--- config.mk ---
export PLATFORM = sky130hd
export DESIGN_NAME = octboot_loader
export DESIGN_NICKNAME = d
export VERILOG_FILES = /design/src/rtl/octboot_pkg.sv /design/src/rtl/octboot_rst_sync.sv /design/src/rtl/octboot_classify.sv /design/src/rtl/octboot_accum.sv /design/src/rtl/octboot_ctrl.sv /design/src/rtl/octboot_loader.sv
export SDC_FILE = /design/constraint.sdc
export NUM_CORES = 1
export LEC_CHECK = 0
export BUFFER_PORTS_ARGS = -buffer_cell sky130_fd_sc_hd__buf_2
export CAP_MARGIN = 40
export CORE_MARGIN = 3
export CORE_UTILIZATION = 57
export CTS_CLUSTER_SIZE = 12
export DETAILED_ROUTE_END_ITERATION = 10
export GPL_ROUTABILITY_DRIVEN = 0
export PLACE_DENSITY = 0.84
export SYNTH_ARGS = -nofsm -noshare
export SYNTH_HDL_FRONTEND = slang
export SYNTH_SLANG_ARGS = --single-unit
--- constraint.sdc ---
create_clock -name clk -period 4 [get_ports clk]
set_input_delay 0.4 -clock clk [delete_from_list [all_inputs] [get_ports clk]]
set_output_delay 0.4 -clock clk [all_outputs]
set_load 0.05 [all_outputs]
--- src/rtl/octboot_pkg.sv ---
package octboot_pkg;
  typedef enum logic [2:0] {
    CK_NONE,
    CK_DIGIT,
    CK_DEPOSIT,
    CK_POINTER,
    CK_LAUNCH,
    CK_BLANK,
    CK_BAD
  } char_kind_e;

  localparam logic [7:0] CH_DEPOSIT = 8'h2C;
  localparam logic [7:0] CH_POINTER = 8'h5D;
  localparam logic [7:0] CH_LAUNCH  = 8'h5C;
  localparam logic [7:0] CH_CR      = 8'h0D;
  localparam logic [7:0] CH_LF      = 8'h0A;
  localparam logic [4:0] DIGIT_HI   = 5'b00110;  // 0x30..0x37
endpackage

--- src/rtl/octboot_rst_sync.sv ---
module octboot_rst_sync #(
  parameter int STAGES = 2
) (
  input  logic clk,
  input  logic rst_n_in,
  output logic rst_n_out
);
  logic [STAGES-1:0] sync_q;

  always_ff @(posedge clk or negedge rst_n_in) begin
    if (!rst_n_in) sync_q <= '0;
    else           sync_q <= {sync_q[STAGES-2:0], 1'b1};
  end

  assign rst_n_out = sync_q[STAGES-1];
endmodule

--- src/rtl/octboot_classify.sv ---
module octboot_classify
  import octboot_pkg::*;
#(
  parameter int DIGIT_W = 3
) (
  input  logic               valid,
  input  logic [7:0]         byte_in,
  output char_kind_e         kind,
  output logic [DIGIT_W-1:0] digit
);
  always_comb begin
    digit = byte_in[DIGIT_W-1:0];
    if (!valid)                          kind = CK_NONE;
    else if (byte_in[7:3] == DIGIT_HI)   kind = CK_DIGIT;
    else if (byte_in == CH_DEPOSIT)      kind = CK_DEPOSIT;
    else if (byte_in == CH_POINTER)      kind = CK_POINTER;
    else if (byte_in == CH_LAUNCH)       kind = CK_LAUNCH;
    else if (byte_in == CH_CR || byte_in == CH_LF) kind = CK_BLANK;
    else                                 kind = CK_BAD;
  end
endmodule

--- src/rtl/octboot_accum.sv ---
module octboot_accum #(
  parameter int ACC_W   = 24,
  parameter int DIGIT_W = 3
) (
  input  logic               clk,
  input  logic               rst_n,
  input  logic               shift_en,
  input  logic               clear,
  input  logic [DIGIT_W-1:0] digit,
  output logic [ACC_W-1:0]   acc
);
  localparam int KEEP_W = ACC_W - DIGIT_W;

  logic [ACC_W-1:0] acc_q, acc_d;

  always_comb begin
    acc_d = acc_q;
    if (clear)         acc_d = '0;
    else if (shift_en) acc_d = {acc_q[KEEP_W-1:0], digit};
  end

  always_ff @(posedge clk or negedge rst_n) begin
    if (!rst_n) acc_q <= '0;
    else        acc_q <= acc_d;
  end

  assign acc = acc_q;

  // inserted digit lands in the low bits, older bits move up
  a_r2_digit_shift: assert property (@(posedge clk) disable iff (!rst_n)
    (shift_en && !clear) |=> (acc_q[DIGIT_W-1:0] == $past(digit)) &&
                             (acc_q[ACC_W-1:DIGIT_W] == $past(acc_q[KEEP_W-1:0])));
  // a terminator or bad byte empties the accumulator
  a_r9_clear: assert property (@(posedge clk) disable iff (!rst_n)
    clear |=> (acc_q == '0));
endmodule

--- src/rtl/octboot_ctrl.sv ---
module octboot_ctrl
  import octboot_pkg::*;
#(
  parameter int ADDR_W = 24,
  parameter int DATA_W = 12
) (
  input  logic              clk,
  input  logic              rst_n,
  input  char_kind_e        kind,
  input  logic [ADDR_W-1:0] acc,
  output logic              acc_shift,
  output logic              acc_clear,
  output logic [ADDR_W-1:0] mem_addr,
  output logic [DATA_W-1:0] mem_wdata,
  output logic              mem_we,
  output logic              cpu_hold,
  output logic              start_pulse,
  output logic [ADDR_W-1:0] start_addr,
  output logic              load_err
);
  localparam logic [ADDR_W-1:0] ONE = ADDR_W'(1);

  logic [ADDR_W-1:0] ptr_q, ptr_d, addr_q, addr_d, start_q, start_d;
  logic [DATA_W-1:0] wdata_q, wdata_d;
  logic we_q, we_d, hold_q, hold_d, pulse_q, pulse_d, err_q, err_d;

  always_comb begin
    ptr_d   = ptr_q;
    addr_d  = addr_q;
    wdata_d = wdata_q;
    start_d = start_q;
    hold_d  = hold_q;
    err_d   = err_q;
    we_d    = 1'b0;
    pulse_d = 1'b0;
    acc_shift = 1'b0;
    acc_clear = 1'b0;
    if (hold_q) begin
      case (kind)
        CK_DIGIT: acc_shift = 1'b1;
        CK_DEPOSIT: begin
          we_d      = 1'b1;
          addr_d    = ptr_q;
          wdata_d   = acc[DATA_W-1:0];
          ptr_d     = ptr_q + ONE;
          acc_clear = 1'b1;
        end
        CK_POINTER: begin
          ptr_d     = acc;
          acc_clear = 1'b1;
        end
        CK_LAUNCH: begin
          start_d   = acc;
          pulse_d   = 1'b1;
          hold_d    = 1'b0;
          acc_clear = 1'b1;
        end
        CK_BAD: begin
          err_d     = 1'b1;
          acc_clear = 1'b1;
        end
        default: ;
      endcase
    end
  end

  always_ff @(posedge clk or negedge rst_n) begin
    if (!rst_n) begin
      ptr_q   <= '0;
      addr_q  <= '0;
      wdata_q <= '0;
      start_q <= '0;
      we_q    <= 1'b0;
      hold_q  <= 1'b1;
      pulse_q <= 1'b0;
      err_q   <= 1'b0;
    end else begin
      ptr_q   <= ptr_d;
      addr_q  <= addr_d;
      wdata_q <= wdata_d;
      start_q <= start_d;
      we_q    <= we_d;
      hold_q  <= hold_d;
      pulse_q <= pulse_d;
      err_q   <= err_d;
    end
  end

  assign mem_addr    = addr_q;
  assign mem_wdata   = wdata_q;
  assign mem_we      = we_q;
  assign cpu_hold    = hold_q;
  assign start_pulse = pulse_q;
  assign start_addr  = start_q;
  assign load_err    = err_q;

  // a write strobe only follows an accepted comma
  a_r3_we_after_comma: assert property (@(posedge clk) disable iff (!rst_n)
    we_q |-> $past(kind == CK_DEPOSIT && hold_q));
  // pointer sits one past the address just written
  a_r4_ptr_step: assert property (@(posedge clk) disable iff (!rst_n)
    we_q |-> (ptr_q == addr_q + ONE));
  // hold falls together with the start pulse and never returns
  a_r6_hold_fall: assert property (@(posedge clk) disable iff (!rst_n)
    $fell(hold_q) |-> pulse_q);
  a_r6_hold_stays: assert property (@(posedge clk) disable iff (!rst_n)
    !hold_q |=> !hold_q);
  a_r6_pulse_single: assert property (@(posedge clk) disable iff (!rst_n)
    pulse_q |=> !pulse_q);
  // nothing is written once the processor runs
  a_r7_quiet_after_start: assert property (@(posedge clk) disable iff (!rst_n)
    !hold_q |=> (!we_q && !pulse_q && $stable(start_q) && $stable(err_q)));
  // error flag is sticky
  a_r10_err_sticky: assert property (@(posedge clk) disable iff (!rst_n)
    err_q |=> err_q);
endmodule

--- src/rtl/octboot_loader.sv ---
module octboot_loader
  import octboot_pkg::*;
#(
  parameter int ADDR_W = 24,
  parameter int DATA_W = 12
) (
  input  logic              clk,
  input  logic              rst_n,
  input  logic              rx_valid,
  input  logic [7:0]        rx_byte,
  output logic [ADDR_W-1:0] mem_addr,
  output logic [DATA_W-1:0] mem_wdata,
  output logic              mem_we,
  output logic              cpu_hold,
  output logic              start_pulse,
  output logic [ADDR_W-1:0] start_addr,
  output logic              load_err
);
  localparam int DIGIT_W = 3;

  logic               rst_n_int;
  char_kind_e         kind;
  logic [DIGIT_W-1:0] digit;
  logic [ADDR_W-1:0]  acc;
  logic               acc_shift, acc_clear;

  octboot_rst_sync #(.STAGES(2)) u_rst (
    .clk(clk), .rst_n_in(rst_n), .rst_n_out(rst_n_int)
  );

  octboot_classify #(.DIGIT_W(DIGIT_W)) u_class (
    .valid(rx_valid), .byte_in(rx_byte), .kind(kind), .digit(digit)
  );

  octboot_accum #(.ACC_W(ADDR_W), .DIGIT_W(DIGIT_W)) u_acc (
    .clk(clk), .rst_n(rst_n_int), .shift_en(acc_shift), .clear(acc_clear),
    .digit(digit), .acc(acc)
  );

  octboot_ctrl #(.ADDR_W(ADDR_W), .DATA_W(DATA_W)) u_ctrl (
    .clk(clk), .rst_n(rst_n_int), .kind(kind), .acc(acc),
    .acc_shift(acc_shift), .acc_clear(acc_clear),
    .mem_addr(mem_addr), .mem_wdata(mem_wdata), .mem_we(mem_we),
    .cpu_hold(cpu_hold), .start_pulse(start_pulse), .start_addr(start_addr),
    .load_err(load_err)
  );
endmodule

==> results of run 1 <==
-- how the worst min path moves through the flow --
stage	endpoint	depth (start not counted)
CTS	u_rst.sync_q[1]$_DFF_PN0_	2
detailed placement	u_rst.sync_q[0]$_DFF_PN0_	1
global route	u_rst.sync_q[1]$_DFF_PN0_	2
floorplan	u_rst.sync_q[0]$_DFF_PN0_	0
global placement	u_rst.sync_q[0]$_DFF_PN0_	1
finish	u_rst.sync_q[1]$_DFF_PN0_	2
-- power by group through the flow --
| stage | clock [uW] | sequential, uW | combinational [uW] |
|---|---|---|---|
| final | 1510 | 1160 | 33.4 |
| after global placement | 0 | 1180 | 32.0 |
| after floorplan | 0 | 1190 | 7.08 |
| after CTS | 1510 | 1160 | 34.4 |
| after detailed placement | 0 | 1180 | 33.5 |
| after global routing | 1570 | 1160 | 38.1 |
-- metal layers --
metal / up-vias / part of all wire (%) / GRT usage [%]
met1: 1852 / 40 / 30.4
li1: 1718 / - / -
met3: 53 / 7.5 / 6.68
met5: - / 0 / 0
met4: 0 / 3.8 / 12.5
met2: 212 / 49 / 39.0
-- per-stage QoR --
stage                     worst slack [ns]  std cells
after floorplan                      0.591        425
after global placement                1.19        591
after detailed placement              1.30        592
after CTS                             1.51        625
after global routing                  1.31        625
final                                 1.51        625
-- logic make-up (layout without fill, tap and decap cells) --
family	count (synthesis)	count (layout)	synth area share, %
and+or+nand+nor	116	116	12.2
DFF	114	114	55.2
muxes	85	85	19.3
AOI/OAI and AO/OA	82	82	9.94
buffers and inverters	26	118	3.10
adders and majority gates	1	1	0.242
other	1	1	0.0725
-- state kept, by name (all words and copies together), names as in the netlist, 2 cells and up --
name / count
u_acc.acc: 24
u_ctrl.mem_addr: 24
u_ctrl.mem_wdata: 12
u_ctrl.ptr_q: 24
u_ctrl.start_addr: 24
u_rst.sync_q: 2
-- cells in the final DEF, fill, tap and decap left out, drive strengths merged, types with 7 or more instances in the layout --
| master | n |
|---|---|
| dfrtp | 113 |
| nand4 | 11 |
| o22a | 7 |
| clkbuf | 22 |
| a2bb2oi | 7 |
| a21oi | 36 |
| o21ai | 21 |
| mux2i | 25 |
| nand2 | 23 |
| mux2 | 60 |
| nand3 | 17 |
| nor2 | 33 |
| buf | 82 |
-- area by class of cell --
cell class | count | area, um2
tap | 108 | 135
multi-input combinational | 285 | 2180
fill | 582 | 2520
timing repair buffer | 83 | 460
inverter | 3 | 11.3
clock inverter | 10 | 133
sequential | 114 | 2860
clock buffer | 22 | 463
-- worst reg2reg max path: stages (launching register included) --
cell and delay (ns):
dfstp_2 0.53, nand2_1 0.10, o21bai_1 0.21, a21oi_2 0.22
buf_4 0.31, nand3_2 0.38, buf_16 0.32, mux2_2 0.29
==> results.tsv, run 1 <==
stage	metric	value	unit
synth	synth_area	5170	um2
sta	rsz0062_at_grt	no	
sta	slew_headroom	40.4	%
drt	dr.pass1.iters	5	
sta	tightest_slew	0.886	ns
cells_and_area	nNetsFinal	516	
drt	routed_wl	11.8	mm
clock_tree	cts_setup_buffers	0	
clock_tree	cts_buffers	17	
power_and_ir_drop	p_total	2710	uW
drt	drt_iter0_markers	272	
clock_tree	insertion_delay	0.53	ns
flow_run	cap_violations	0	
power_and_ir_drop	p_comb_share	1.2	%
synth	yosys_most_used_dff	dfrtp_1	
power_and_ir_drop	p_sw	552	uW
floorplan	start_util	59.0	%
power_and_ir_drop	seqPwrFrac	42.9	%
global_routing	grt_pass1_wl	19.4	mm
sta	finalSetupViolCount	0	
cells_and_area	final_area	6240	um2
global_routing	grt_overflow	0	
drt	drc	0	
global_routing	grt_max_degree	68	
global_routing	grtUsageTotal	24.4	%
worst_setup_path	r2r_setup_slack	1.51	ns
placed_design	dp_hpwl	7.69	mm
sta	post-route-period-util	62.3	%
worst_setup_path	path_delay_family	buffers and inverters	
drt	wire_per_inst	18.9	um
clock_tree	hold_buffers	1	
worst_setup_path	required	4.40	ns
synth	synth_top_cell_area_share	54.7	%
clock_tree	clkSlewWorstSetupHoldPaths	0.06	ns
cells_and_area	fin_util	71.2	%
clock_tree	ctsHtreeMaxLevel	4	
power_and_ir_drop	p_int	2160	uW
synth	yosysWarnings	0	
clock_tree	cts-resized-gates	0	
synth	postSynthCellCount	425	
synth	ys_top_cells_by_count	dfrtp_1 (113), mux2_2 (41), a21oi_1 (34), nor2_1 (33), mux2i_1 (25)	
drt	drtAntennaViolNets	0	
synth	ys_seq_area_share	55.2	%
synth	ys_types	53	
synth	synth_edf_count	0	
worst_setup_path	crit_type	flip-flop to flip-flop	
worst_setup_path	arrival	2.89	ns
synth	synthesis.nets	437	
power_and_ir_drop	switching_share	20.4	%
clock_tree	clock_sinks	114	
clock_tree	cts_buffer_depth	2	
worst_setup_path	reg2reg_depth	7	
cells_and_area	area_delta_synth_final	20.7	%
sta	max_freq	0.401	GHz
worst_setup_path	critPathMaxFanout	25	
synth	ys_ff_latch	114	
worst_setup_path	max_stage_delay	0.53	ns
floorplan	num_rows	34	
worst_setup_path	r2r_end	u_ctrl.mem_addr[4]$_DFFE_PN0P_	
synth	post-synth-top-count-cell	dfrtp_1	
clock_tree	cts_tree	done	
sta	hold_viol	0	
placed_design	dpl_cell_area	5640	um2
power_and_ir_drop	p_leak	0.00313	uW
floorplan	die_w	101	um
floorplan	ioPinCount	75	
synth	synth.avg_cell_area	12.2	um2
power_and_ir_drop	clkPwrFrac	55.8	%
worst_setup_path	path_cells	nand2_1 -> o21bai_1 -> a21oi_2 -> buf_4 -> nand3_2 -> buf_16 -> mux2_2	
sta	setup_tns	0	ns
synth	synth.area.top_cells	dfrtp_1 (55%), mux2_2 (8.9%), mux2_4 (5.5%)	
sta	period_needed	2.49	ns
floorplan	die_area	10300	um2
worst_setup_path	rr_startpoint	u_ctrl.cpu_hold$_DFF_PN1_	
run_status	outcome	completed	
min_path	min_path_type	input pin to asynchronous set/reset pin	
drt	vias	3835	
worst_setup_path	critPathLaunchType	flip-flop	
worst_setup_path	startpoint	u_ctrl.cpu_hold$_DFF_PN1_	
global_routing	antenna_found_initial	0	
clock_tree	cts_root_buf	clkbuf_8	
sta	slew_viol_final	0	
power_and_ir_drop	cellPowerDensity	434	nW/um2
sta	whs	0.182	ns
worst_setup_path	worst-path-buf-inv	2	
worst_setup_path	critPathCapture	u_ctrl.mem_addr[4]$_DFFE_PN0P_	
cells_and_area	layout-drive-gt1-share	36.2	%
worst_setup_path	cp_slowest_cell	dfstp_2	
worst_setup_path	worstSetupPathDepth	7	
drt	viasPerCell	6.14	
worst_setup_path	critPathCaptureType	flip-flop	
sta	fin_worst_skew	0.0108	ns
floorplan	core	8760	um2
cells_and_area	diodes	0	
synth	synth.largest_area_cell	dfrtp_1	
power_and_ir_drop	vdd_drop_max	338	uV
synth	synthArstFlopShare	100	%
floorplan	die_y	101	um
placed_design	io_buffers	74	
global_routing	grt_pass1_vias	3850	
Note: power is estimated with default switching activity, not from simulation.
==> run 2, diff against run 1 <==
--- a/config.mk
+++ b/config.mk
@@ -5,10 +5,11 @@
 export SDC_FILE = /design/constraint.sdc
 export NUM_CORES = 1
 export LEC_CHECK = 0
+export ABC_AREA = 1
 export BUFFER_PORTS_ARGS = -buffer_cell sky130_fd_sc_hd__buf_2
 export CAP_MARGIN = 40
 export CORE_MARGIN = 3
-export CORE_UTILIZATION = 57
+export CORE_UTILIZATION = 58
 export CTS_CLUSTER_SIZE = 12
 export DETAILED_ROUTE_END_ITERATION = 10
 export GPL_ROUTABILITY_DRIVEN = 0
==> constraint.sdc (replaced) <==
create_clock -name clk -period 2.5 [get_ports clk]
set_input_delay 0.25 -clock clk [delete_from_list [all_inputs] [get_ports clk]]
set_output_delay 0.25 -clock clk [all_outputs]
set_load 0.05 [all_outputs]
==> run 2 against run 1 <==
Effect of this change:
- total power rose by 59%
- combinational power rose to 4.1 times the previous value
- setup slack got worse by 1.1 ns
- flip-flop and latch count did not move
- hold slack got worse by 0.15 ns
- via count rose by 34%
- non-clock buffer count fell by 2
- critical endpoint is now u_ctrl.ptr_q[10]$_DFFE_PN0P_
- largest cell class unchanged
- clock skew fell by 0.0037 ns
- register-to-register slack got worse by 1.1 ns
- wire length rose by 19%
- global-route usage rose by 2.7 points
==> results.tsv, run 2 <==
stage	metric	value	unit
run_status	outcome	completed	
worst_setup_path	path_cells	inv_1 -> nor2_4 -> nand2_2 -> inv_1 -> nand2_1 -> o21ai_0 -> inv_1	
worst_setup_path	worst-path-buf-inv	3	
worst_setup_path	crit_path_frequent_cell	inv_1	
clock_tree	ctsHtreeMaxLevel	4	
synth	synth.largest_area_cell	dfrtp_1	
drt	wire_per_inst	14.7	um
synth	yosysWarnings	0	
worst_setup_path	worstSetupPathDepth	7	
worst_setup_path	critPathMaxFanout	20	
drt	drc	0	
worst_setup_path	arrival	2.51	ns
global_routing	grt_pass1_vias	4954	
power_and_ir_drop	p_leak	0.00371	uW
clock_tree	cts_buffer_depth	2	
worst_setup_path	crit_type	flip-flop to flip-flop	
floorplan	die_w	104	um
power_and_ir_drop	p_comb_share	3.2	%
synth	synth_edf_count	0	
worst_setup_path	max_stage_delay	0.62	ns
synth	synth_top_cell_area_share	50.4	%
drt	dr.pass1.iters	6	
sta	max_freq	0.473	GHz
clock_tree	insertion_delay	0.52	ns
power_and_ir_drop	vdd_drop_max	391	uV
synth	ys_top_cells_by_count	nand2_1 (301), dfrtp_1 (113), inv_1 (94), o21ai_0 (72), nor2_1 (45)	
cells_and_area	layout_common_cells	nand2_1 (301), dfrtp_1 (112), inv_1 (94), buf_2 (74), o21ai_0 (72)	
floorplan	num_rows	35	
global_routing	grt_max_degree	71	
synth	synth.area.top_cells	dfrtp_1 (50%), nand2_1 (20%), o21ai_0 (6.4%)	
power_and_ir_drop	clkPwrFrac	52.4	%
sta	rsz0062_at_grt	no	
sta	hold_viol	0	
global_routing	grtUsageTotal	27.1	%
floorplan	die_area	10900	um2
synth	synthArstFlopShare	100	%
sta	setup_tns	0	ns
synth	synth_top_family_by_area	simple AND/OR/NAND/NOR gates	
synth	synth.avg_cell_area	7.57	um2
sta	post-route-period-util	84.5	%
cells_and_area	layout_commonest_cell	nand2_1	
power_and_ir_drop	switching_share	24.1	%
placed_design	dp_hpwl	9.65	mm
placed_design	placed_cells	925	
floorplan	core	9330	um2
power_and_ir_drop	seqPwrFrac	44.5	%
cells_and_area	fin_cells	958	
synth	synthMuxAreaShare	0	%
floorplan	die_y	104	um
cells_and_area	fillers	742	
clock_tree	clock_sinks	114	
cells_and_area	nNetsFinal	828	
drt	viasPerCell	5.38	
power_and_ir_drop	cellPowerDensity	649	nW/um2
synth	ys_ff_latch	114	
sta	tightest_slew	0.873	ns
sta	slew_headroom	41.7	%
synth	synth-xor-area-share	1.09	%
synth	ys_seq_area_share	50.9	%
power_and_ir_drop	p_sw	1040	uW
clock_tree	cts_tree	done	
worst_setup_path	path_delay_family	flip-flops	
cells_and_area	multi_input_area	2220	um2
sta	finalSetupViolCount	0	
synth	yosys.area_share.simple	30.5	%
drt	vias	5153	
synth	synth_area	5610	um2
flow_run	cap_violations	0	
drt	drt_iter0_markers	435	
worst_setup_path	required	2.90	ns
power_and_ir_drop	p_int	3260	uW
sta	period_needed	2.11	ns
synth	yosys_most_used_dff	dfrtp_1	
cells_and_area	diodes	0	
synth	synth_compound_area_share	7.74	%
sta	slew_viol_final	0	
floorplan	start_util	60.1	%
floorplan	ioPinCount	75	
drt	drtAntennaViolNets	0	
clock_tree	clkSlewWorstSetupHoldPaths	0.06	ns
synth	ys_types	28	
global_routing	antenna_found_initial	0	
worst_setup_path	critPathLaunchType	flip-flop	
clock_tree	cts_root_buf	clkbuf_8	
worst_setup_path	critPathCaptureType	flip-flop	
global_routing	grt_overflow	0	
synth	synth_fa_ha_area_share	0.223	%
sta	fin_worst_skew	0.00710	ns
cells_and_area	layout-drive-gt1-share	16.8	%
worst_setup_path	reg2reg_depth	7	
worst_setup_path	cp_slowest_cell	dfstp_2	
placed_design	io_buffers	74	
clock_tree	cts_buffers	17	
min_path	min_path_type	input pin to asynchronous set/reset pin	
cells_and_area	ff_latch_area	2860	um2
synth	synthesis.nets	753	
drt	routed_wl	14.0	mm
cells_and_area	area_delta_synth_final	18.1	%
synth	post-synth-top-count-cell	nand2_1	
global_routing	grt_pass1_wl	23.7	mm
synth	postSynthCellCount	741	
run 2: cell types whose count changed in the layout (fill, tap and decap cells not counted), moves of 7 or more:
cell,delta
xor2_1,+7
mux2_4,-19
a21oi_1,-26
nand2_1,+278
o21ai_0,+52
o22a_1,-7
mux2_2,-41
a2bb2oi_1,-7
mux2i_1,-25
nand3_1,+26
nor2_1,+11
inv_1,+91
run 2: what timing repair did:
action                                 CTS  global route
resized for setup                        0             0
hold buffers                             1             0
endpoints found under the hold margin    2             0
setup endpoints to repair                0             0
setup buffers                            0             0
run 2: final timing paths:
kind / startpoint / endpoint / slack, ns
hold reg to reg: u_rst.sync_q[1]$_DFF_PN0_ / u_ctrl.start_addr[10]$_DFFE_PN0P_ / 0.25
setup / recovery: u_ctrl.cpu_hold$_DFF_PN1_ / u_ctrl.ptr_q[10]$_DFFE_PN0P_ / 0.39
min in group clk: rx_byte[2] / u_acc.acc[2]$_DFFE_PN0P_ / 0.09
hold / removal: rst_n / u_rst.sync_q[1]$_DFF_PN0_ / 0.03
max in group asynchronous: u_rst.sync_q[1]$_DFF_PN0_ / u_ctrl.cpu_hold$_DFF_PN1_ / 1.57
setup reg to reg: u_ctrl.cpu_hold$_DFF_PN1_ / u_ctrl.ptr_q[10]$_DFFE_PN0P_ / 0.39
run 2: layer usage:
layer / track usage (%) / vias to the layer above / part of all wire [%]
met5: 0 / - / 0
met4: 9.97 / 0 / 2.6
met3: 6.46 / 46 / 8.1
met2: 43.9 / 227 / 49
met1: 35.5 / 2464 / 41
li1: - / 2416 / -
run 2: metrics by stage:
step / power [uW] / worst slack [ns] / area, um2 / hold WS [ns] / utilization (%)
after global placement: 2070 / 0.625 / 6050 / 0.0345 / 64.9
after floorplan: 2020 / 0.595 / 5610 / -0.0456 / -
final: 4300 / 0.387 / 6620 / 0.0345 / 71.0
after CTS: 4310 / 0.448 / 6620 / 0.0318 / 71.0
after global routing: 4450 / 0.236 / 6620 / 0.0483 / 71.0
after detailed placement: 2080 / 0.418 / 6050 / 0.0370 / 64.9
run 2: kinds of logic after synthesis:
| logic type | Yosys count |
|---|---|
| other | 1 |
| AND/OR/NAND/NOR | 412 |
| flip-flops | 114 |
| XOR/XNOR | 7 |
| adder cells (fa/ha/maj) | 1 |
| AO/OA/AOI/OAI | 83 |
| buffers and inverters | 123 |
run 2: power groups by stage:
stage / Sequential (uW) / Combinational, uW / Clock [uW]
floorplan: 1960 / 59.0 / 0
global placement: 1940 / 125 / 0
detailed placement: 1940 / 132 / 0
CTS: 1910 / 137 / 2260
global route: 1920 / 154 / 2380
finish: 1910 / 136 / 2250
run 2: cell type report:
class                      count  area share, %
clock inverter                14           1.96
timing repair buffer          81           6.80
multi-input combinational    504           33.6
tap                          129           2.44
clock buffer                  18           6.46
inverter                      98           5.59
sequential                   114           43.2
